**config.mk**
```make
export PLATFORM = sky130hd
export DESIGN_NAME = ppi_regfile
export DESIGN_NICKNAME = d
export VERILOG_FILES = /design/src/rtl/ppi_pkg.sv /design/src/rtl/ppi_strobe.sv /design/src/rtl/ppi_cmd_decode.sv /design/src/rtl/ppi_read_mux.sv /design/src/rtl/ppi_regfile.sv
export SDC_FILE = /design/constraint.sdc
export NUM_CORES = 1
export LEC_CHECK = 0
export CAP_MARGIN = 20
export CORE_MARGIN = 5
export CORE_UTILIZATION = 35
export DETAILED_ROUTE_END_ITERATION = 7
export DONT_BUFFER_PORTS = 1
export SLEW_MARGIN = 0
export SYNTH_ARGS = -nofsm -noshare
export SYNTH_HDL_FRONTEND = slang
export SYNTH_SLANG_ARGS = --single-unit
```
**constraint.sdc**
```tcl
create_clock -name clk -period 3 [get_ports clk]
set_input_delay 0 -clock clk [delete_from_list [all_inputs] [get_ports clk]]
set_output_delay 0 -clock clk [all_outputs]
set_load 0.005 [all_outputs]
```
**src/rtl/ppi_pkg.sv**
```systemverilog
package ppi_pkg;
    typedef enum logic [1:0] {
        SEL_A    = 2'd0,
        SEL_B    = 2'd1,
        SEL_C    = 2'd2,
        SEL_CTRL = 2'd3
    } sel_e;

    typedef struct packed {
        logic [1:0] a_mode;
        logic       a_in;
        logic       cu_in;
        logic       b_mode;
        logic       b_in;
        logic       cl_in;
    } cfg_t;

    localparam cfg_t CFG_RESET = '{a_mode: 2'b00, a_in: 1'b1, cu_in: 1'b1,
                                   b_mode: 1'b0, b_in: 1'b1, cl_in: 1'b1};
endpackage

```
**src/rtl/ppi_strobe.sv**
```systemverilog
module ppi_strobe (
    input  logic clk,
    input  logic rst,
    input  logic cs_n,
    input  logic rd_n,
    input  logic wr_n,
    output logic wr_pulse,
    output logic rd_active
);
    logic wr_act;
    logic wr_seen_d, wr_seen_q;

    always_comb begin
        wr_act    = !cs_n && !wr_n && rd_n;
        rd_active = !cs_n && !rd_n && wr_n;
        wr_seen_d = wr_act;
        wr_pulse  = wr_act && !wr_seen_q;
    end

    always_ff @(posedge clk) begin
        if (rst) wr_seen_q <= 1'b0;
        else     wr_seen_q <= wr_seen_d;
    end
endmodule

```
**src/rtl/ppi_cmd_decode.sv**
```systemverilog
module ppi_cmd_decode #(
    parameter int PORT_W = 8,
    localparam int SEL_W = $clog2(PORT_W)
) (
    input  logic [PORT_W-1:0] word,
    output logic              is_mode,
    output ppi_pkg::cfg_t     cfg,
    output logic [SEL_W-1:0]  bit_idx,
    output logic              bit_val
);
    always_comb begin
        is_mode    = word[PORT_W-1];
        cfg.a_mode = word[6:5];
        cfg.a_in   = word[4];
        cfg.cu_in  = word[3];
        cfg.b_mode = word[2];
        cfg.b_in   = word[1];
        cfg.cl_in  = word[0];
        bit_idx    = word[SEL_W:1];
        bit_val    = word[0];
    end
endmodule

```
**src/rtl/ppi_read_mux.sv**
```systemverilog
module ppi_read_mux #(
    parameter int PORT_W = 8
) (
    input  ppi_pkg::sel_e     sel,
    input  logic              pa_oe,
    input  logic              pb_oe,
    input  logic [PORT_W-1:0] pc_oe,
    input  logic [PORT_W-1:0] pa_q,
    input  logic [PORT_W-1:0] pb_q,
    input  logic [PORT_W-1:0] pc_q,
    input  logic [PORT_W-1:0] pa_in,
    input  logic [PORT_W-1:0] pb_in,
    input  logic [PORT_W-1:0] pc_in,
    input  logic [PORT_W-1:0] hs_owned,
    input  logic [PORT_W-1:0] hs_status,
    output logic [PORT_W-1:0] rdata
);
    logic [PORT_W-1:0] pc_rd;

    for (genvar i = 0; i < PORT_W; i++) begin : g_pc_bit
        always_comb begin
            if (hs_owned[i])   pc_rd[i] = hs_status[i];
            else if (pc_oe[i]) pc_rd[i] = pc_q[i];
            else               pc_rd[i] = pc_in[i];
        end
    end

    always_comb begin
        case (sel)
            ppi_pkg::SEL_A: rdata = pa_oe ? pa_q : pa_in;
            ppi_pkg::SEL_B: rdata = pb_oe ? pb_q : pb_in;
            ppi_pkg::SEL_C: rdata = pc_rd;
            default:        rdata = '0;
        endcase
    end
endmodule

```
**src/rtl/ppi_regfile.sv**
```systemverilog
module ppi_regfile #(
    parameter int PORT_W = 8,
    parameter int ADDR_W = 2
) (
    input  logic              clk,
    input  logic              rst,
    input  logic              cs_n,
    input  logic              rd_n,
    input  logic              wr_n,
    input  logic [ADDR_W-1:0] addr,
    input  logic [PORT_W-1:0] din,
    output logic [PORT_W-1:0] dout,
    output logic              dout_en,
    input  logic [PORT_W-1:0] pa_in,
    input  logic [PORT_W-1:0] pb_in,
    input  logic [PORT_W-1:0] pc_in,
    input  logic [PORT_W-1:0] hs_owned,
    input  logic [PORT_W-1:0] hs_status,
    output logic [PORT_W-1:0] pa_out,
    output logic [PORT_W-1:0] pb_out,
    output logic [PORT_W-1:0] pc_out,
    output logic              pa_oe,
    output logic              pb_oe,
    output logic [PORT_W-1:0] pc_oe,
    output logic [1:0]        grp_a_mode,
    output logic              grp_b_mode
);
    import ppi_pkg::*;

    localparam int NIB_W = PORT_W / 2;
    localparam int SEL_W = $clog2(PORT_W);

    typedef struct packed {
        cfg_t              cfg;
        logic [PORT_W-1:0] pa;
        logic [PORT_W-1:0] pb;
        logic [PORT_W-1:0] pc;
    } state_t;

    state_t state_d, state_q;

    logic             wr_pulse, rd_active;
    logic             is_mode, bit_val;
    cfg_t             dec_cfg;
    logic [SEL_W-1:0] bit_idx;
    sel_e             sel;

    assign sel = sel_e'(addr);

    ppi_strobe i_strobe (
        .clk       (clk),
        .rst       (rst),
        .cs_n      (cs_n),
        .rd_n      (rd_n),
        .wr_n      (wr_n),
        .wr_pulse  (wr_pulse),
        .rd_active (rd_active)
    );

    ppi_cmd_decode #(.PORT_W(PORT_W)) i_decode (
        .word    (din),
        .is_mode (is_mode),
        .cfg     (dec_cfg),
        .bit_idx (bit_idx),
        .bit_val (bit_val)
    );

    always_comb begin
        state_d = state_q;
        if (wr_pulse) begin
            case (sel)
                SEL_A: state_d.pa = din;
                SEL_B: state_d.pb = din;
                SEL_C: state_d.pc[NIB_W-1:0] = din[NIB_W-1:0];
                default: begin
                    if (is_mode) begin
                        state_d.cfg = dec_cfg;
                        state_d.pa  = '0;
                        state_d.pb  = '0;
                        state_d.pc  = '0;
                    end else begin
                        state_d.pc[bit_idx] = bit_val;
                    end
                end
            endcase
        end
    end

    always_ff @(posedge clk) begin
        if (rst) state_q <= '{cfg: CFG_RESET, pa: '0, pb: '0, pc: '0};
        else     state_q <= state_d;
    end

    always_comb begin
        pa_out     = state_q.pa;
        pb_out     = state_q.pb;
        pc_out     = state_q.pc;
        grp_a_mode = state_q.cfg.a_mode;
        grp_b_mode = state_q.cfg.b_mode;
        pa_oe      = !state_q.cfg.a_in && !state_q.cfg.a_mode[1];
        pb_oe      = !state_q.cfg.b_in;
        pc_oe      = {{NIB_W{!state_q.cfg.cu_in && (state_q.cfg.a_mode == 2'b00)}},
                      {NIB_W{!state_q.cfg.cl_in && !state_q.cfg.b_mode}}};
        dout_en    = rd_active && (sel != SEL_CTRL);
    end

    ppi_read_mux #(.PORT_W(PORT_W)) i_rmux (
        .sel       (sel),
        .pa_oe     (pa_oe),
        .pb_oe     (pb_oe),
        .pc_oe     (pc_oe),
        .pa_q      (state_q.pa),
        .pb_q      (state_q.pb),
        .pc_q      (state_q.pc),
        .pa_in     (pa_in),
        .pb_in     (pb_in),
        .pc_in     (pc_in),
        .hs_owned  (hs_owned),
        .hs_status (hs_status),
        .rdata     (dout)
    );
endmodule

```
[After elaboration in Yosys (flattened, before gate mapping)]
Index checks and enable logic that the tools add are counted.
Word-level totals
  register bits: 32
  input bits: 55
  output and inout port bits: 46
  logic and storage cells: 80
Cells by class
  magnitude comparators: 2
  equal/unequal tests: 3
  muxes and demuxes: 27
  bitwise operators: 4
  reductions and logical operators: 33
Operator list (count)
  case mux 8 bit (2 select lines): 2
  two-way mux 8 bit: 3
  case mux 8 bit (3 select lines): 1
  two-way mux 1 bit: 17
  two-way mux 16 bit: 1
  logical AND 1 bit: 10
  logical NOT 1 bit: 10
  AND reduction 3 bit: 3
  bitwise mux 8 bit: 1
  case mux 4 bit (2 select lines): 1
  OR reduction 2 bit: 3
  logical NOT 2 bit: 2
  < comparator 3 x 4 -> 1 bit, second input constant: 1
  inverter 1 bit: 4
  AND reduction 2 bit: 2
  nonzero test 2 bit: 2
  demux 1 bit (select 3 bit): 1
  >= comparator 3 x 1 -> 1 bit, second input constant: 1
  OR reduction 3 bit: 1
  equality test 2 x 1 -> 1 bit, second input constant: 1
  equality test 2 bit, second input constant: 1
  != test 2 bit, second input constant: 1

[Longest topological paths before layout]
Gate-level depths: netlist of run 1.
  depth after elaboration: 7
  mapped depth: 7
  depth with buffers taken out: 6

[Cells and area by module]
Synthesis of run 1 repeated with hierarchy kept, for this count alone.
Unflattened totals
  cells, all modules: 273
  area, all modules: 2357.3 sq um
By module, submodules not included
  ppi_regfile: times used 1, cells each 201, area an instance 1621.6 sq um, sequential area each 620.6 sq um
  ppi_read_mux: times used 1, cells each 56, area an instance 600.6 sq um, sequential area each 0.0 sq um
  ppi_cmd_decode: times used 1, cells each 12, area an instance 90.1 sq um, sequential area each 0.0 sq um
  ppi_strobe: times used 1, cells each 4, area an instance 45.0 sq um, sequential area each 20.0 sq um

[Worst setup path after synthesis of run 1]
Ideal clock, no wire load.
  path type: flip-flop to flip-flop
  start point: register i_strobe.wr_seen_q
  end point: register state_q (netlist bit pb_out[0])
  setup time: 128 ps
  arrival time: 1688 ps
  data required time: 2872 ps
  slack: 1184 ps
  stages on the path, launching flop included: 6
  buffers on the path: 1
  period minus slack after synthesis: 1816 ps
  cell sequence: dfxtp_1 or4b_1 buf_2 nor4_4 mux2i_1 nor2_1
On the way
  cells in the longest elaborated chain, start to end: 3
RTL lines
  from (decl): RTL line ppi_strobe.sv:11  | logic wr_seen_d, wr_seen_q;
  from (signal assigned): RTL line ppi_strobe.sv:22  | else wr_seen_q <= wr_seen_d;
  logical NOT 1 bit: RTL line ppi_strobe.sv:17  | wr_pulse = wr_act && !wr_seen_q;
  logical AND 1 bit: RTL line ppi_strobe.sv:17
  AND reduction 3 bit (no source line)
  to (signal assigned): RTL line ppi_regfile.sv:90  | if (rst) state_q <= '{cfg: CFG_RESET, pa: '0, pb: '0, pc: '0};
  to (signal assigned): RTL line ppi_regfile.sv:91  | else state_q <= state_d;
  to (decl): RTL line ppi_regfile.sv:40  | state_t state_d, state_q;
Every way passes these cells.
A chain may end at the register's enable or synchronous reset.

[Worst setup path in the final report of run 1]
  start point: register i_strobe.wr_seen_q
  end point: register state_q (netlist bit pa_out[4])
Same word-level chain as after synthesis.

==> results.md, run 1 <==
- HP Class: primary input to flop
- WL final: 6650 um
- Yosys warns: 0
- Drt initial violations: 116
- Total track usage: 15.8%
- CTS clk-pin slew, worst paths: 0.07 ns
- Layout Skew: 0.00420 ns
- Area leader, netlist: dfxtp_1
- Setup Buffers After CTS: 0
- FMAX: 422 MHz
- Fin. max-slew vios: 0
- Initial antenna violation count: 1
- Reg2reg end: pa_out[4]
- Placed Area: 0.00204 sq mm
- Netlist cell types: 31
- TritonCTS clock tree: yes
- Worst-Skew Late Latency: 0.28 ns
- Post-synth EDFFs: 0
- Final Hold Vio Count: 0
- Clock Tree Root: clkbuf_8
- Setup Viol. Count Final: 0
- Critical path required time: 3.17 ns
- Max Cap Violations: 0
- Syn nets: 330
- Avg Vias per Cell: 5.79
- Worst-margin pin slew: 0.900 ns
- Share of cells above drive strength 1: 15.4%
- Tmin final: 2.37 ns
- Switch Pwr: 232 uW
- Run status: finished clean
- DRC viols: 0
- TNS Setup: 0 ns
- Worst Hold End: pc_out[4]
- Syn Area/Cell: 8.24 sq um
- CP Class: flop to flop
- Synth Instances: 270
- Port Buffers: 0
- 1st-pass router iterations: 4
- CP endpoint kind: flop
- Post-route ant nets: 0
- Reg2reg path depth: 5
- Die area: 0.00805 sq mm
- Vias in the first global route: 1823
- Starting Density: 35.5%
- Nets: 305
- Hold Startpoint: din[1]
- Layout area overhead: 4.22%
- Wirelength per Cell: 20.5 um
- Largest net degree at the start of global routing: 33
- Fin area: 0.00232 sq mm
- First-pass GRT wire length: 10200 um
- Synth cell count leaders: buf_4 (32), dfxtp_1 (32), a21oi_1 (27)
- Rel. slew slack: 39.8%
- FFs w/ async S/R, synth: 0%
- H-tree depth: 2
- Final-layout fill cell count: 646
- Flop-to-flop setup slack: 0.63 ns
- Top cell type's share of synthesized area: 28.8%
- Crit path max fanout: 8
- Top post-synthesis cells by area: dfxtp_1 (29%), mux2_2 (13%), buf_4 (11%)
- CTS resizes: 0
- Pwr dens: 435 mW/mm^2
- Reg-to-Reg Start: i_strobe.wr_seen_q
- Synth Flop Type: dfxtp_1
- Via count: 1876
- Clock Tree Buf Depth: 2
- Sequential area share after synthesis: 28.8%
- Remaining global-route overflow: 0
- Core Region: 0.00628 sq mm
- Die span in y: 89.7 um
- WHS: 0.0170 ns
- Fin crit share: 79.0%
- Worst VDD drop: 256 uV
- Hold Crit Depth: 2
- GP Congestion: 0.753
- RSZ-0062 raised after global routing: no
- CTS Buf Count: 5
- # IOs: 101
- Power share of the combinational group: 12.5%
- Seq pwr share: 42.7%
- Post-DP HPWL: 4790 um
- Clock power frac: 44.8%
- P_int: 778 uW
- Chip width: 89.7 um
- Total power: 1010 uW
- Synth Register Bits: 32
- Leakage: 0.000775 uW
- Sw Ratio: 22.9%
- Synth Cell Area: 0.00223 sq mm
- CP startpoint kind: flop
- Worst EP arrival: 2.54 ns
- Std cell rows: 29
- Clock Sinks: 32
cell type report:
type	count	area (sq um)	share of cell area, %
diodes	1	2.50	0.108
clock buffers	7	96.3	4.15
clock inverters	1	30.0	1.29
inverters	4	15.0	0.647
multi-input cells	186	1270	54.7
flip-flops and latches	32	641	27.6
well taps	77	96.3	4.15
repair buffers	16	170	7.34
timing repair:
item | 4_1_cts | 5_1_grt
hold endpoints to repair | 32 | 0
hold buffers | 12 | 0
setup endpoints to repair | 0 | 0
registers in the layout, summed over array words and instances (netlist names):
register            flops
grp_a_mode              2
grp_b_mode              1
i_strobe.wr_seen_q      1
pa_out                  8
pb_out                  8
pc_out                  8
state_q                 4
kinds of logic after synthesis:
kind of cell    share of synthesized area, %
mux                                     16.2
fa+ha+maj                               2.81
compound gates                          16.5
flops                                   28.8
buf+inv                                 14.2
simple gates                            21.4
placed cells by master (no fill, tap or decap), types with 2 or more instances in the layout:
cell type | netlist | routed
a21oi_1 | 27 | 27
a22oi_1 | 8 | 8
and2_1 | 8 | 8
buf_4 | 32 | 3
clkbuf_8 | 0 | 7
dfxtp_1 | 32 | 32
dlygate4sd3_1 | 0 | 12
ha_1 | 5 | 5
inv_1 | 4 | 4
mux2_2 | 25 | 25
mux2i_1 | 8 | 8
nand2_1 | 22 | 22
nand2b_1 | 9 | 9
nand3_1 | 10 | 10
nand3b_1 | 3 | 3
nor2_1 | 18 | 18
nor3_1 | 4 | 4
nor4_1 | 2 | 2
nor4b_1 | 4 | 4
o211ai_1 | 11 | 11
o21ai_0 | 6 | 6
o311ai_0 | 2 | 2
o31a_1 | 2 | 2
or3_1 | 4 | 4
or4_1 | 2 | 2
layer usage:
metal  global-route usage, %  routed length, um  vias up
met1                    19.7               2690      887
met3                    6.51                689        8
li1                        -                  -      886
met2                    24.5               3170       95
met4                    5.29                106        0
met5                       0                  0        -
critical path, cell delays in order, from the launching register on:
cell and delay, ns:
dfxtp_1 0.31, or4b_1 0.63, or3_1 0.56, nand2_1 0.12
a21oi_1 0.06, dlygate4sd3_1 0.58
how the worst max path moves through the flow:
stage                                  start   endpoint  cells after the start
after floorplan           i_strobe.wr_seen_q  pb_out[0]                      5
after global placement    i_strobe.wr_seen_q  pb_out[0]                      4
after detailed placement  i_strobe.wr_seen_q  pb_out[0]                      4
after CTS                 i_strobe.wr_seen_q  pa_out[4]                      5
after global routing      i_strobe.wr_seen_q  pa_out[4]                      5
final                     i_strobe.wr_seen_q  pa_out[4]                      5
stage by stage:
step                setup slack, ns  instances  util, %
floorplan                      1.18        270        -
global placement               1.03        302     32.5
detailed placement            0.970        302     32.5
CTS                           0.623        322     36.5
global route                  0.550        324     37.0
finish                        0.631        324     37.0
power groups by stage:
stage,combinational [uW],clock (uW),sequential (uW)
5_1_grt,138,478,432
6_report,126,453,432
3_3_place_gp,97.1,0,441
4_1_cts,122,459,432
3_5_place_dp,98.1,0,441
2_1_floorplan,93.6,0,439
Note: power is estimated with default switching activity, not from simulation.
==> run 2, diff against run 1 <==
--- a/config.mk
+++ b/config.mk
@@ -5,6 +5,7 @@
 export SDC_FILE = /design/constraint.sdc
 export NUM_CORES = 1
 export LEC_CHECK = 0
+export ABC_AREA = 1
 export CAP_MARGIN = 20
 export CORE_MARGIN = 5
 export CORE_UTILIZATION = 35
==> constraint.sdc (replaced) <==
create_clock -name clk -period 2.3 [get_ports clk]
set_input_delay 0 -clock clk [delete_from_list [all_inputs] [get_ports clk]]
set_output_delay 0 -clock clk [all_outputs]
set_load 0.005 [all_outputs]
==> results.md, run 2 <==
- M2 GR Usage: 27.6%
- Remaining global-route overflow: 0
- Hold Startpoint: din[5]
- Flop-to-flop setup slack: 0.14 ns
- Worst Hold End: pa_out[5]
- Tmin final: 2.16 ns
- Clock power frac: 36.3%
- Worst-Skew Late Latency: 0.28 ns
- Leakage: 0.00108 uW
- Switch Pwr: 329 uW
- Global Route met1 Usage: 21.0%
- Avg Vias per Cell: 5.06
- Die span in y: 92.3 um
- CP endpoint kind: flop
- Hold Crit Depth: 4
- Wirelength per Cell: 15.9 um
- Placed Area: 0.00217 sq mm
- Vias in the first global route: 2141
- Critical path required time: 2.52 ns
- Worst VDD drop: 186 uV
- Final cell count without fillers: 444
- Sw Ratio: 27.2%
- Power share of the combinational group: 15.7%
- H-tree depth: 2
- Starting Density: 35.4%
- Synth Flop Type: dfxtp_1
- Initial antenna violation count: 0
- 1st-pass router iterations: 4
- CTS clk-pin slew, worst paths: 0.06 ns
- Reg2reg path depth: 7
- Worst-margin pin slew: 0.581 ns
- WL final: 7070 um
- Layout area overhead: 1.53%
- Synth Cell Area: 0.00237 sq mm
- Top cell type's share of synthesized area: 27.0%
- Reg2reg end: pc_out[6]
- Top post-synthesis cells by area: dfxtp_1 (27%), nand2_1 (13%), nor2_1 (11%)
- Pwr dens: 502 mW/mm^2
- Port Buffers: 0
- Die area: 0.00851 sq mm
- Worst EP arrival: 2.38 ns
- Crit path max fanout: 6
- Fin area: 0.00240 sq mm
- Setup Viol. Count Final: 0
- Clock Tree Buf Depth: 2
- Largest net degree at the start of global routing: 20
- Commonest cells after routing, fill and taps aside: nand2_1 (84), nor2_1 (70), o21ai_0 (48)
- FFs w/ async S/R, synth: 0%
- RSZ-0062 raised after global routing: no
- Drt initial violations: 151
- Post-synth EDFFs: 0
- Core Region: 0.00668 sq mm
- Sequential area share after synthesis: 27.0%
- Setup Buffers After CTS: 0
- Nets: 423
- Clock Tree Root: clkbuf_8
- CTS resizes: 0
- Fin. max-slew vios: 0
- Post-DP HPWL: 5600 um
- Chip width: 92.3 um
- TNS Setup: 0 ns
- Final Hold Vio Count: 0
- DRC viols: 0
- Layout Skew: 0.00164 ns
- Area leader, netlist: dfxtp_1
- Synth cell count leaders: nand2_1 (84), nor2_1 (70), o21ai_0 (48)
- CP startpoint kind: primary input
- Synth Instances: 383
- Inst Count DP: 422
- Reg-to-Reg Start: i_strobe.wr_seen_q
- Seq pwr share: 48.0%
- Share of cells above drive strength 1: 6.32%
- Yosys warns: 0
- Netlist cell types: 30
- Rel. slew slack: 61.1%
- P_int: 879 uW
- Syn Area/Cell: 6.18 sq um
- FMAX: 463 MHz
- Run status: finished clean
- # diodes: 0
- Total power: 1210 uW
- Synth Register Bits: 32
- Post-route ant nets: 0
- Fin crit share: 93.9%
- Total track usage: 16.6%
- Syn nets: 443
- Max Cap Violations: 0
- Clock Sinks: 32
- Std cell rows: 30
- GP Congestion: 0.855
- Commonest non-fill, non-tap cell in the layout: nand2_1
- # IOs: 101
- CTS Buf Count: 5
- Via count: 2245
- GR peak layer: met2
- CP Class: primary input to flop
- HP Class: primary input to flop
- TritonCTS clock tree: yes
- Final-layout fill cell count: 761
- Top-count cell post-synth: nand2_1
- First-pass GRT wire length: 11200 um
- GR Layer Usage met3: 5.17%
run 2: cell types whose count changed in the layout (fill, tap and decap cells not counted), sizes merged, moves of 9 or more:
cell,delta
inv,+37
o21ai,+46
nand2b,-9
nand2,+64
nor2,+57
mux2,-25
run 2: cell families (layout without fill, tap and decap cells):
logic type,count (synthesis),count (layout),share of synthesized area (%)
AO/OA/AOI/OAI,82,82,18.3
adder cells (fa/ha/maj),5,5,2.64
buffers and inverters,85,66,19.7
flip-flops,32,32,27.0
AND/OR/NAND/NOR,179,179,32.3
run 2: metrics by stage:
step	util, %	hold slack [ns]	setup WS [ns]
floorplan	-	0.0353	1.15
global placement	32.5	0.0407	0.771
detailed placement	32.5	0.0404	0.705
CTS	36.0	0.00184	0.147
global route	36.0	0.0153	0.0206
finish	36.0	0.0117	0.141
run 2: metal layers:
metal / vias to the layer above / share of wire [%]
li1: 1142 / -
met1: 1015 / 44
met2: 82 / 47
met3: 6 / 8.0
met4: 0 / 1.3
met5: - / 0
run 2: power by group through the flow:
stage | Sequential (uW) | Clock (uW) | Combinational (uW)
floorplan | 586 | 0 | 159
global placement | 593 | 0 | 168
detailed placement | 593 | 0 | 169
CTS | 581 | 451 | 191
global route | 582 | 483 | 217
finish | 580 | 438 | 190
run 2: final cells by class:
class / instances / area [sq um] / area share, %
multi-input combinational: 266 / 1260 / 52.4
timing repair buffer: 16 / 155 / 6.45
inverter: 42 / 158 / 6.56
tap: 80 / 100 / 4.16
clock buffer: 8 / 90.1 / 3.75
sequential: 32 / 641 / 26.6
run 2: worst max-delay path by stage:
stage	endpoint	slack [ns]	start	depth (start not counted)
2_1_floorplan	dout[2]	1.15	grp_b_mode	5
3_3_place_gp	pa_out[5]	0.77	addr[0]	7
3_5_place_dp	pa_out[1]	0.70	addr[0]	7
4_1_cts	pc_out[6]	0.15	i_strobe.wr_seen_q	7
5_1_grt	pc_out[6]	0.02	i_strobe.wr_seen_q	7
6_report	pc_out[6]	0.14	wr_n	8
run 2: timing repair:
item	in CTS	in global routing
endpoints found under the hold margin	18	0
setup endpoints to repair	0	0
hold buffers	14	0
run 2: critical path: stages:
cell,delay (ns)
dlygate4sd3_1,0.57
nor2_4,0.15
nand4_2,0.19
inv_1,0.16
nand4_1,0.08
dlygate4sd3_1,0.56
a21oi_1,0.12
dlygate4sd3_1,0.55
